**config.mk**
```make
export PLATFORM = sky130hd
export DESIGN_NAME = snapVoteDetector
export DESIGN_NICKNAME = d
export VERILOG_FILES = /design/src/rtl/snapVotePkg.sv /design/src/rtl/snapVoteCtrl.sv /design/src/rtl/snapVoteDatapath.sv /design/src/rtl/snapVoteDetector.sv
export SDC_FILE = /design/constraint.sdc
export NUM_CORES = 1
export LEC_CHECK = 0
export CAP_MARGIN = 20
export CORE_ASPECT_RATIO = 1.1
export CORE_MARGIN = 1.5
export CORE_UTILIZATION = 47
export DETAILED_ROUTE_END_ITERATION = 16
export PLACE_DENSITY = 0.77
export SYNTH_ARGS = -nofsm -noshare
export SYNTH_HDL_FRONTEND = slang
export SYNTH_SLANG_ARGS = --single-unit
```
**constraint.sdc**
```tcl
create_clock -name clk -period 4.4 [get_ports clk]
set_input_delay 0.88 -clock clk [delete_from_list [all_inputs] [get_ports clk]]
set_output_delay 0.88 -clock clk [all_outputs]
set_load 0.02 [all_outputs]
```
**src/rtl/snapVotePkg.sv**
```systemverilog
package snapVotePkg;

  typedef enum logic [1:0] {
    ST_IDLE,
    ST_WAIT_CLR,
    ST_WAIT_DONE,
    ST_FINISH
  } voteState_t;

  // strobes from the sequencer to the tally datapath
  typedef struct packed {
    logic latchBin;
    logic clearCount;
    logic takeSample;
  } voteStrobe_t;

endpackage

```
**src/rtl/snapVoteCtrl.sv**
```systemverilog
module snapVoteCtrl
  import snapVotePkg::*;
#(
  parameter int NUM_SNAPS  = 5,
  parameter int WAIT_LIMIT = 100
) (
  input  logic        clk,
  input  logic        rst,
  input  logic        reqStart,
  input  logic        snapDone,
  output logic        snapStart,
  output logic        finishing,
  output voteStrobe_t strobe
);

  localparam int IDX_W  = $clog2(NUM_SNAPS + 1);
  localparam int WAIT_W = $clog2(WAIT_LIMIT + 1);

  voteState_t        state;
  logic [IDX_W-1:0]  snapIdx;
  logic [WAIT_W-1:0] waitCnt;
  logic              waitExpired;
  logic              lastSnap;

  assign waitExpired = (waitCnt == WAIT_W'(WAIT_LIMIT - 1));
  assign lastSnap    = (snapIdx == IDX_W'(NUM_SNAPS - 1));
  assign finishing   = (state == ST_FINISH);

  always_comb begin
    strobe            = '0;
    strobe.latchBin   = (state == ST_IDLE) && reqStart;
    strobe.clearCount = (state == ST_IDLE) && reqStart;
    strobe.takeSample = (state == ST_WAIT_DONE) && (snapDone || waitExpired);
  end

  always_ff @(posedge clk) begin
    if (rst) begin
      state     <= ST_IDLE;
      snapStart <= 1'b0;
      snapIdx   <= '0;
      waitCnt   <= '0;
    end else begin
      case (state)
        ST_IDLE: begin
          if (reqStart) begin
            state   <= ST_WAIT_CLR;
            snapIdx <= '0;
            waitCnt <= '0;
          end
        end
        ST_WAIT_CLR: begin
          // engine must be idle before a new request, or the wait times out
          if (!snapDone || waitExpired) begin
            state     <= ST_WAIT_DONE;
            snapStart <= 1'b1;
            waitCnt   <= '0;
          end else begin
            waitCnt <= waitCnt + WAIT_W'(1);
          end
        end
        ST_WAIT_DONE: begin
          if (strobe.takeSample) begin
            snapStart <= 1'b0;
            waitCnt   <= '0;
            snapIdx   <= snapIdx + IDX_W'(1);
            state     <= lastSnap ? ST_FINISH : ST_WAIT_CLR;
          end else begin
            waitCnt <= waitCnt + WAIT_W'(1);
          end
        end
        default: state <= ST_IDLE;
      endcase
    end
  end

endmodule

```
**src/rtl/snapVoteDatapath.sv**
```systemverilog
module snapVoteDatapath
  import snapVotePkg::*;
#(
  parameter int WORD_W      = 16,
  parameter int FIELD_LSB   = 6,
  parameter int FIELD_W     = 10,
  parameter int SIGN_POS    = 8,
  parameter int NUM_SNAPS   = 5,
  parameter int SEL_W       = 3,
  parameter int PRE_CODE    = 6,
  parameter int LONG_CODE   = 7,
  parameter int PRE_THRESH  = 3,
  parameter int LONG_THRESH = 2
) (
  input  logic              clk,
  input  logic              rst,
  input  logic              reqBinLong,
  input  voteStrobe_t       strobe,
  input  logic [WORD_W-1:0] snapData,
  output logic [SEL_W-1:0]  snapBinSel,
  output logic              isEarly
);

  localparam int CNT_W = $clog2(NUM_SNAPS + 1);

  logic [FIELD_W-1:0] snapField;
  logic               sampleNeg;
  logic               unusedWordBits;
  logic               binIsLong;
  logic [CNT_W-1:0]   negCount;
  logic [CNT_W-1:0]   voteThresh;

  assign snapField      = snapData[FIELD_LSB +: FIELD_W];
  assign sampleNeg      = snapField[SIGN_POS];
  assign unusedWordBits = ^snapData;

  always_ff @(posedge clk) begin
    if (rst) begin
      binIsLong <= 1'b0;
      negCount  <= '0;
    end else begin
      if (strobe.latchBin) binIsLong <= reqBinLong;
      if (strobe.clearCount)      negCount <= '0;
      else if (strobe.takeSample) negCount <= negCount + CNT_W'(sampleNeg);
    end
  end

  assign snapBinSel = binIsLong ? SEL_W'(LONG_CODE) : SEL_W'(PRE_CODE);
  assign voteThresh = binIsLong ? CNT_W'(LONG_THRESH) : CNT_W'(PRE_THRESH);
  assign isEarly    = (negCount > voteThresh);

endmodule

```
**src/rtl/snapVoteDetector.sv**
```systemverilog
module snapVoteDetector
  import snapVotePkg::*;
#(
  parameter int WORD_W      = 16,
  parameter int FIELD_LSB   = 6,
  parameter int FIELD_W     = 10,
  parameter int SIGN_POS    = 8,
  parameter int NUM_SNAPS   = 5,
  parameter int WAIT_LIMIT  = 100,
  parameter int SEL_W       = 3,
  parameter int PRE_CODE    = 6,
  parameter int LONG_CODE   = 7,
  parameter int PRE_THRESH  = 3,
  parameter int LONG_THRESH = 2
) (
  input  logic              clk,
  input  logic              rst,
  input  logic              reqStart,
  input  logic              reqBinLong,
  input  logic              snapDone,
  input  logic [WORD_W-1:0] snapData,
  output logic              snapStart,
  output logic [SEL_W-1:0]  snapBinSel,
  output logic              resultValid,
  output logic              resultEarly
);

  voteStrobe_t strobe;
  logic        finishing;
  logic        isEarly;

  snapVoteCtrl #(
    .NUM_SNAPS (NUM_SNAPS),
    .WAIT_LIMIT(WAIT_LIMIT)
  ) u_ctrl (
    .clk      (clk),
    .rst      (rst),
    .reqStart (reqStart),
    .snapDone (snapDone),
    .snapStart(snapStart),
    .finishing(finishing),
    .strobe   (strobe)
  );

  snapVoteDatapath #(
    .WORD_W     (WORD_W),
    .FIELD_LSB  (FIELD_LSB),
    .FIELD_W    (FIELD_W),
    .SIGN_POS   (SIGN_POS),
    .NUM_SNAPS  (NUM_SNAPS),
    .SEL_W      (SEL_W),
    .PRE_CODE   (PRE_CODE),
    .LONG_CODE  (LONG_CODE),
    .PRE_THRESH (PRE_THRESH),
    .LONG_THRESH(LONG_THRESH)
  ) u_dp (
    .clk       (clk),
    .rst       (rst),
    .reqBinLong(reqBinLong),
    .strobe    (strobe),
    .snapData  (snapData),
    .snapBinSel(snapBinSel),
    .isEarly   (isEarly)
  );

  assign resultValid = finishing;
  assign resultEarly = finishing & isEarly;

endmodule

```
After elaboration in Yosys (flattened, before gate mapping)
Cells that the tools add are included.
{"block": "totals", "elab_cells": 50, "romBits": 0, "register_bits": 17, "memories": 0, "mem_bits_rw": 0, "input_bits": 21, "output_inout_bits": 6, "latch_bits": 0}
{"block": "op_classes", "reduce_logical": 14, "div": 0, "eq_ne": 8, "n_mul": 0, "n_lt_le_gt_ge": 1, "shifts": 0, "add_sub_neg": 3, "muxes": 17, "bitwise_logic": 1}
{"operator": "$mux W7", "count": 3}
{"operator": "$pmux W7 S3", "count": 1}
{"operator": "$reduce_and A3 Y1", "count": 3}
{"operator": "$mux W2", "count": 4}
{"operator": "$add A7 B1 Y7 const B", "count": 1}
{"operator": "$eq A7 B7 Y1 const B", "count": 1}
{"operator": "$mux W3", "count": 2}
{"operator": "$pmux W2 S3", "count": 1}
{"operator": "$pmux W3 S2", "count": 1}
{"operator": "$eq A2 B2 Y1 const B", "count": 2}
{"operator": "$mux W1", "count": 4}
{"operator": "$ne A2 B2 Y1 const B", "count": 2}
{"operator": "$reduce_bool A2 Y1", "count": 2}
{"operator": "$add A3 B1 Y3", "count": 1}
{"operator": "$add A3 B1 Y3 const B", "count": 1}
{"operator": "$eq A3 B3 Y1 const B", "count": 1}
{"operator": "$gt A3 B3 Y1", "count": 1}
{"operator": "$reduce_bool A3 Y1", "count": 1}
{"operator": "$eq A2 B1 Y1 const B", "count": 1}
{"operator": "$logic_and A1 B1 Y1", "count": 2}
{"operator": "$logic_not A2 Y1", "count": 1}
{"operator": "$logic_or A1 B1 Y1", "count": 2}
{"operator": "$ne A2 B1 Y1 const B", "count": 1}
{"operator": "$pmux W1 S2", "count": 1}
{"operator": "other kinds (4)", "count": 4}

Depth between registers and ports, before layout
Gate-level depths: netlist of the first run.
{"block": "logic_depth", "word_depth": 5, "ltp_mapped": 7, "mapped_depth_nobuf": 6}

Hierarchy
A second synthesis of the first run with hierarchy kept.
{"block": "unflattened", "hier_cells": 123, "hier_area_um2": 1062.3}
{"mod": "snapVoteCtrl", "instances": 1, "seq_area_each_um2": 260.2, "area_per_inst_um2": 823.3, "cells_each": 97}
{"mod": "snapVoteDatapath", "instances": 1, "seq_area_each_um2": 80.1, "area_per_inst_um2": 232.7, "cells_each": 25}
{"mod": "snapVoteDetector", "instances": 1, "seq_area_each_um2": 0.0, "area_per_inst_um2": 6.3, "cells_each": 1}

Worst setup path after synthesis of the first run
OpenSTA, ideal clock, no wires.
{"block": "synth_path", "path_kind": "reg2out", "startpoint": "register u_dp.negCount[0]", "endpoint": "output port resultEarly", "slack_ps": 2407, "required_ps": 3520, "stages_incl_launch_ff": 6, "n_path_buf": 0, "t_arrival_ps": 1113, "cell_sequence": "dfxtp_1 > inv_1 > ha_1 > nor2_1 > a21oi_1 > nor2b_1"}
{"block": "synth_via", "elab_chain_len": 2}
{"element": "from (decl)", "line_no": "snapVoteDatapath.sv:30", "rtl": "logic [CNT_W-1:0] negCount;"}
{"element": "from (signal assigned)", "line_no": "snapVoteDatapath.sv:44", "rtl": "else if (strobe.takeSample) negCount <= negCount + CNT_W'(sampleNeg);"}
{"element": "$gt A3 B3 Y1", "line_no": "snapVoteDatapath.sv:50", "rtl": "assign isEarly = (negCount > voteThresh);"}
{"element": "$and A1 B1 Y1", "line_no": "snapVoteDetector.sv:67", "rtl": "assign resultEarly = finishing & isEarly;"}
{"element": "to (decl)", "line_no": "snapVoteDetector.sv:25", "rtl": "output logic resultEarly"}
No other way between the ends.

Final worst setup path of the first run
Same ends and word-level chain as after synthesis.

==> out/metrics.cfg, run 1 <==
[run_status]
run_status = finished, final reports clean

[sta]
skew_ns = 0.001168
hold_viol_final = 0
fmax_mhz = 356.5
fin_crit_ns = 2.805
rsz0062_at_grt = no
finalSetupTns_ns = 0
period_share_pct = 63.75
max-slew-margin-rel_pct = 66.87
tightestPinTransition_ns = 0.4831
maxSlewViolCount = 0
setup_viol = 0

[clocking]
cts_sinks = 17
cts_made_buffers = 3
clk_pin_slew_ns = 0.10
cts_root_buffer = clkbuf_4
hold_buffers = 0
htree_levels = 1
clockBufferDepth = 2
tritoncts = built
cts_resized = 0
worstSkewPairLatency_ns = 0.30
cts_setup_buffers = 0

[finish]
stdcell_count = 166
layout-drive-gt1-share_pct = 6.522
final_cell_mix = dfxtp_1, nand2_1, a21oi_1, inv_1, ha_1
final_common_cell = dfxtp_1
antennaDiodeCount = 0
n_fill_cell = 217
syn2layout_area_growth_pct = 11.11
nets = 170

[logic_synthesis]
ys_types = 39
yosysTopAreaCell = dfxtp_1
ys_warn_count = 0
async_reset_ff_share_pct = 0
synth-seq-cells = 17
syn_avg_cell_area_um2 = 8.229
syn_inst = 130
synth_edf_count = 0
syn_area_mm2 = 0.001070
synth_top_area_share_pct = 31.81
ys_seq_area_share_pct = 31.81
synth_area_leaders = dfxtp_1, ha_1, a21oi_1
ys_dominant_reg_cell = dfxtp_1

[power_and_ir_drop]
p_leak_nw = 0.4181
p_clk_share_pct = 15.9
p_sw_mw = 0.2429
ir_worst_vdd_mv = 0.2317
intPower_mw = 0.3090
p_seq_share_pct = 34.6
combPwrFrac_pct = 49.5
netSwitchingFraction_pct = 44.02
powerDensity_mw_per_mm2 = 464.3

[route]
firstDrtPassIters = 4
post_drt_wl_per_cell_um = 12.80
met3_length_um = 42
vias = 927
drtAntennaViolNets = 0
m1WireLength_um = 1030
drc = 0
viasPerCell = 5.584
drtIter0Drc = 7
met2WireLength_um = 1010
routed.top_layer = met4
routed_wl_um = 2124

[floorplan]
num_rows = 17
start_util_pct = 51.32
die_w_um = 48.49
die-height_um = 53.04
die_area_mm2 = 0.002572
num_io_pins = 27
core_area_mm2 = 0.002085

[global_routing]
overflow = 0
grt_pass1_vias = 879
grt_max_degree = 12
antenna_found_initial = 0
grt_first_pass_wirelength_um = 3815
grt_use_total_pct = 19.18

[place]
finalWeightedCongestion = 0.8258
hpwl_um = 1575
place_inst = 162
port_buffers = 9

[critical_path]
worstPathRequired_ns = 3.52
worstPathMaxFanout = 3
worst_setup_path_start_kind = flip-flop
crit_arrival_ns = 1.92
end_kind = primary output
critPathKind = flip-flop to primary output

[min_path]
hp-class = flip-flop to flip-flop

[run]
max_cap_viol_count = 0

[worst max-delay path: stages, from the launching register on]
cell	delay, ns
dfxtp_1	0.36
inv_1	0.05
ha_1	0.28
nor2_1	0.10
a21oi_1	0.07
nor2b_1	0.13
clkdlybuf4s50_1	0.62
[logic make-up after synthesis]
group / synth area share, %
AND/OR/NAND/NOR: 20.82
AO/OA/AOI/OAI: 24.33
flip-flops: 31.81
buffers and inverters: 7.251
adder cells (fa/ha/maj): 11.70
multiplexers: 2.924
other: 0.3505
XOR/XNOR: 0.8189
[power by group through the flow]
stage	combinational (mW)	sequential [mW]	clock [mW]
final	0.273	0.191	0.0878
after global routing	0.310	0.194	0.0963
after CTS	0.272	0.191	0.0904
after detailed placement	0.271	0.194	0
after global placement	0.261	0.193	0
after floorplan	0.216	0.193	0
[metal layers]
metal | global-route usage [%] | vias to the layer above
met4 | 9.048 | 0
met3 | 3.390 | 5
met2 | 35.19 | 12
met1 | 21.97 | 430
met5 | 0 | -
li1 | - | 480
[cells in the mapped netlist (2+ instances only)]
| cell type | number |
|---|---|
| dfxtp_1 | 17 |
| nand2_1 | 14 |
| a21oi_1 | 12 |
| inv_1 | 11 |
| ha_1 | 10 |
| o21ai_0 | 9 |
| nand3_1 | 7 |
| nor2_1 | 4 |
| o31ai_1 | 4 |
| buf_4 | 3 |
| nor3_1 | 3 |
| a31oi_1 | 2 |
| buf_2 | 2 |
| mux2i_1 | 2 |
| nand4_1 | 2 |
| nor2b_1 | 2 |
| o211ai_1 | 2 |
| o311a_1 | 2 |
| or3_1 | 2 |
[final cells by class]
cell class	instances	area [um2]	share of cell area, %
timing repair buffer	9	90.09	7.579
multi-input combinational	97	655.6	55.16
tap	28	35.03	2.947
inverter	11	41.29	3.474
sequential	17	340.3	28.63
clock buffer	4	26.28	2.211
[per-stage QoR]
step | hold slack, ns | worst slack, ns | total power, mW | area [um2] | utilization (%)
after floorplan | 0.4473 | 2.407 | 0.4081 | 1074 | -
after global placement | 0.4618 | 1.874 | 0.4539 | 1162 | 55.76
after detailed placement | 0.4724 | 1.840 | 0.4651 | 1162 | 55.76
after CTS | 0.4871 | 1.568 | 0.5531 | 1189 | 57.02
after global routing | 0.5130 | 1.500 | 0.6003 | 1189 | 57.02
final | 0.4843 | 1.595 | 0.5519 | 1189 | 57.02
[state kept, by name, summed over array words and instances, names as in the netlist]
name              flops
u_ctrl.snapStart      1
u_dp.negCount         3
u_ctrl.snapIdx        3
u_ctrl.waitCnt        7
u_dp.binIsLong        1
u_ctrl.state          2
[final timing paths]
path / start / end / slack (ns) / cells after the start
worst max register to register: u_ctrl.state[0] / u_ctrl.waitCnt[6] / 2.49 / 6
worst max-delay path: u_dp.negCount[0] / resultEarly / 1.60 / 6
worst min register to register: u_dp.binIsLong / u_dp.binIsLong / 0.48 / 2
worst min-delay path: u_dp.binIsLong / u_dp.binIsLong / 0.48 / 2
Power figures use the tool's default switching activity.
==> run 2, diff against run 1 <==
==> constraint.sdc (replaced) <==
create_clock -name clk -period 2.78 [get_ports clk]
set_input_delay 0.556 -clock clk [delete_from_list [all_inputs] [get_ports clk]]
set_output_delay 0.556 -clock clk [all_outputs]
set_load 0.02 [all_outputs]
==> results of run 2 <==
The final DEF is identical to that of run 1. Status: finished, final reports clean.
Main changes from that run: setup slack after placement 1.840 ns -> 0.5440 ns; setup slack after layout 1.595 ns -> 0.2990 ns; register-to-register setup slack 2.49 ns -> 0.87 ns; total power 0.5519 mW -> 0.8735 mW; worst IR drop on VDD 0.2317 mV -> 0.3668 mV
==> run 3, diff against run 2 <==
--- a/config.mk
+++ b/config.mk
@@ -9,8 +9,10 @@
 export CORE_ASPECT_RATIO = 1.1
 export CORE_MARGIN = 1.5
 export CORE_UTILIZATION = 47
+export CTS_BUF_LIST = sky130_fd_sc_hd__clkbuf_8
 export DETAILED_ROUTE_END_ITERATION = 16
 export PLACE_DENSITY = 0.77
+export SLEW_MARGIN = 20
 export SYNTH_ARGS = -nofsm -noshare
 export SYNTH_HDL_FRONTEND = slang
 export SYNTH_SLANG_ARGS = --single-unit
==> run 3 against run 2 <==
  * Non-clock buffer count did not move
  * Power rose by 5.7%
  * Sequential share of layout area is 0.45 points lower
  * Routed wire length is 1.3% higher
  * Fmax rose by 2.5%
  * Critical endpoint unchanged
  * Count of clock-buffer cells in the layout is 1 lower
  * Die area did not move
  * Critical path type unchanged
==> out/metrics.cfg, run 3 (same netlist as run 1, synthesis figures left out) <==
[route]
viasPerCell = 5.578
vias = 926
drtAntennaViolNets = 0
drtIter0Drc = 5
firstDrtPassIters = 4
routed_wl_um = 2152
post_drt_wl_per_cell_um = 12.96
drc = 0

[critical_path]
end_kind = primary output
critPathTopFamily = buffers and inverters
worstPathMaxFanout = 3
reg2regPathDepth = 6
cp_cell_sequence = inv_1 > ha_1 > nor2_1 > a21oi_1 > nor2b_1 > clkdlybuf4s50_1
worstPathRequired_ns = 2.22
crit_arrival_ns = 1.86
cpPeakStageDelay_ns = 0.62
cp_num_buf_inv = 2
worst_setup_path_start_kind = flip-flop
crit_slowest_cell = clkdlybuf4s50_1
worst-path-stages = 6
critPathKind = flip-flop to primary output

[floorplan]
num_io_pins = 27
core_area_mm2 = 0.002085
start_util_pct = 51.32
num_rows = 17
die_area_mm2 = 0.002572
die_w_um = 48.49
die-height_um = 53.04

[place]
dp_slack_ns = 0.5440
placed_cell_area_mm2 = 0.001162
finalWeightedCongestion = 0.8258
port_buffers = 9
hpwl_um = 1575

[sta]
fin_crit_ns = 2.420
setup_ws_ns = 0.3600
fmax_mhz = 413.2
tightestPinTransition_ns = 0.4863
rsz0062_at_grt = no
finalSetupTns_ns = 0
hold_viol_final = 0
maxSlewViolCount = 0
max-slew-margin-rel_pct = 66.65
skew_ns = 0.004675
period_share_pct = 87.05
setup_viol = 0

[clocking]
clk_pin_slew_ns = 0.07
clockBufferDepth = 2
htree_levels = 1
cts_sinks = 17
cts_resized = 0
cts_made_buffers = 3
hold_buffers = 0
tritoncts = built
cts_root_buffer = clkbuf_8
cts_setup_buffers = 0
worstSkewPairLatency_ns = 0.25

[finish]
multi_input_area_um2 = 655.6
nets = 170
n_fill_cell = 209
final_cell_mix = dfxtp_1, nand2_1, inv_1, a21oi_1, ha_1
max_flop_register = u_ctrl.waitCnt
final_common_cell = dfxtp_1
layout-drive-gt1-share_pct = 6.522
seqCellArea_um2 = 340.3
reg.largest.list = u_ctrl.waitCnt: 7 flops, u_ctrl.snapIdx: 3 flops, u_dp.negCount: 3 flops
syn2layout_area_growth_pct = 12.87
final_util_pct = 57.92
fin_area_mm2 = 0.001207
largest_reg_flops = 7
antennaDiodeCount = 0

[min_path]
hold_depth = 2
hp-class = flip-flop to flip-flop

[global_routing]
grt_use_met1_pct = 21.97
grt_pass1_vias = 870
grt_use_total_pct = 19.31
grt_first_pass_wirelength_um = 3808
grt_max_degree = 12
overflow = 0
grt_util_met3_pct = 3.390
gr-usage-met2_pct = 35.65
antenna_found_initial = 0
grt.busiest_layer = met2

[power_and_ir_drop]
p_leak_nw = 0.4300
ir_worst_vdd_mv = 0.3420
powerDensity_mw_per_mm2 = 764.9

[run_status]
run_status = finished, final reports clean

[run]
max_cap_viol_count = 0

## run 3: cell count changes in the layout (fill, tap and decap cells not counted), sizes merged
| cell | previous run | this run |
|---|---|---|
| inv | 11 | 12 |
| clkbuf | 4 | 3 |
## run 3: where the power goes
| group | internal (mW) | switching, mW |
|---|---|---|
| combinational | 0.158 | 0.276 |
| clock | 0.0981 | 0.0895 |
| sequential | 0.275 | 0.0266 |
| total | 0.531 | 0.392 |
## run 3: tightest hold or removal path: cells and delay by family, from the launching register on
family           cells  cell delay, ns
flip-flops           1            0.33
AND/OR/NAND/NOR      1            0.06
AO/OA/AOI/OAI        1            0.05
## run 3: metrics by stage
stage          total power [mW]  cells  hold slack, ns
2_1_floorplan            0.6458    131          0.4473
3_3_place_gp             0.7184    162          0.4618
3_5_place_dp             0.7362    162          0.4724
4_1_cts                  0.9224    166          0.4825
5_1_grt                  0.9977    166          0.5071
6_report                 0.9236    166          0.4801
## run 3: final timing paths
path,from,endpoint,slack (ns)
max,u_dp.negCount[0],resultEarly,0.36
min,u_dp.binIsLong,u_dp.binIsLong,0.48
max reg2reg,u_ctrl.state[0],u_ctrl.waitCnt[6],0.88
min reg2reg,u_dp.binIsLong,u_dp.binIsLong,0.48
## run 3: area by class of cell
type,instances,area share [%]
multi-input cells,97,54.30
clock inverters,1,0.3109
flip-flops and latches,17,28.19
well taps,28,2.902
repair buffers,9,7.461
inverters,11,3.420
clock buffers,3,3.420
## run 3: layer usage
| layer | wire length, um | part of all wire [%] |
|---|---|---|
| met5 | 0 | 0 |
| met4 | 25 | 1.2 |
| met3 | 45 | 2.1 |
| met2 | 1030 | 48 |
| met1 | 1050 | 49 |
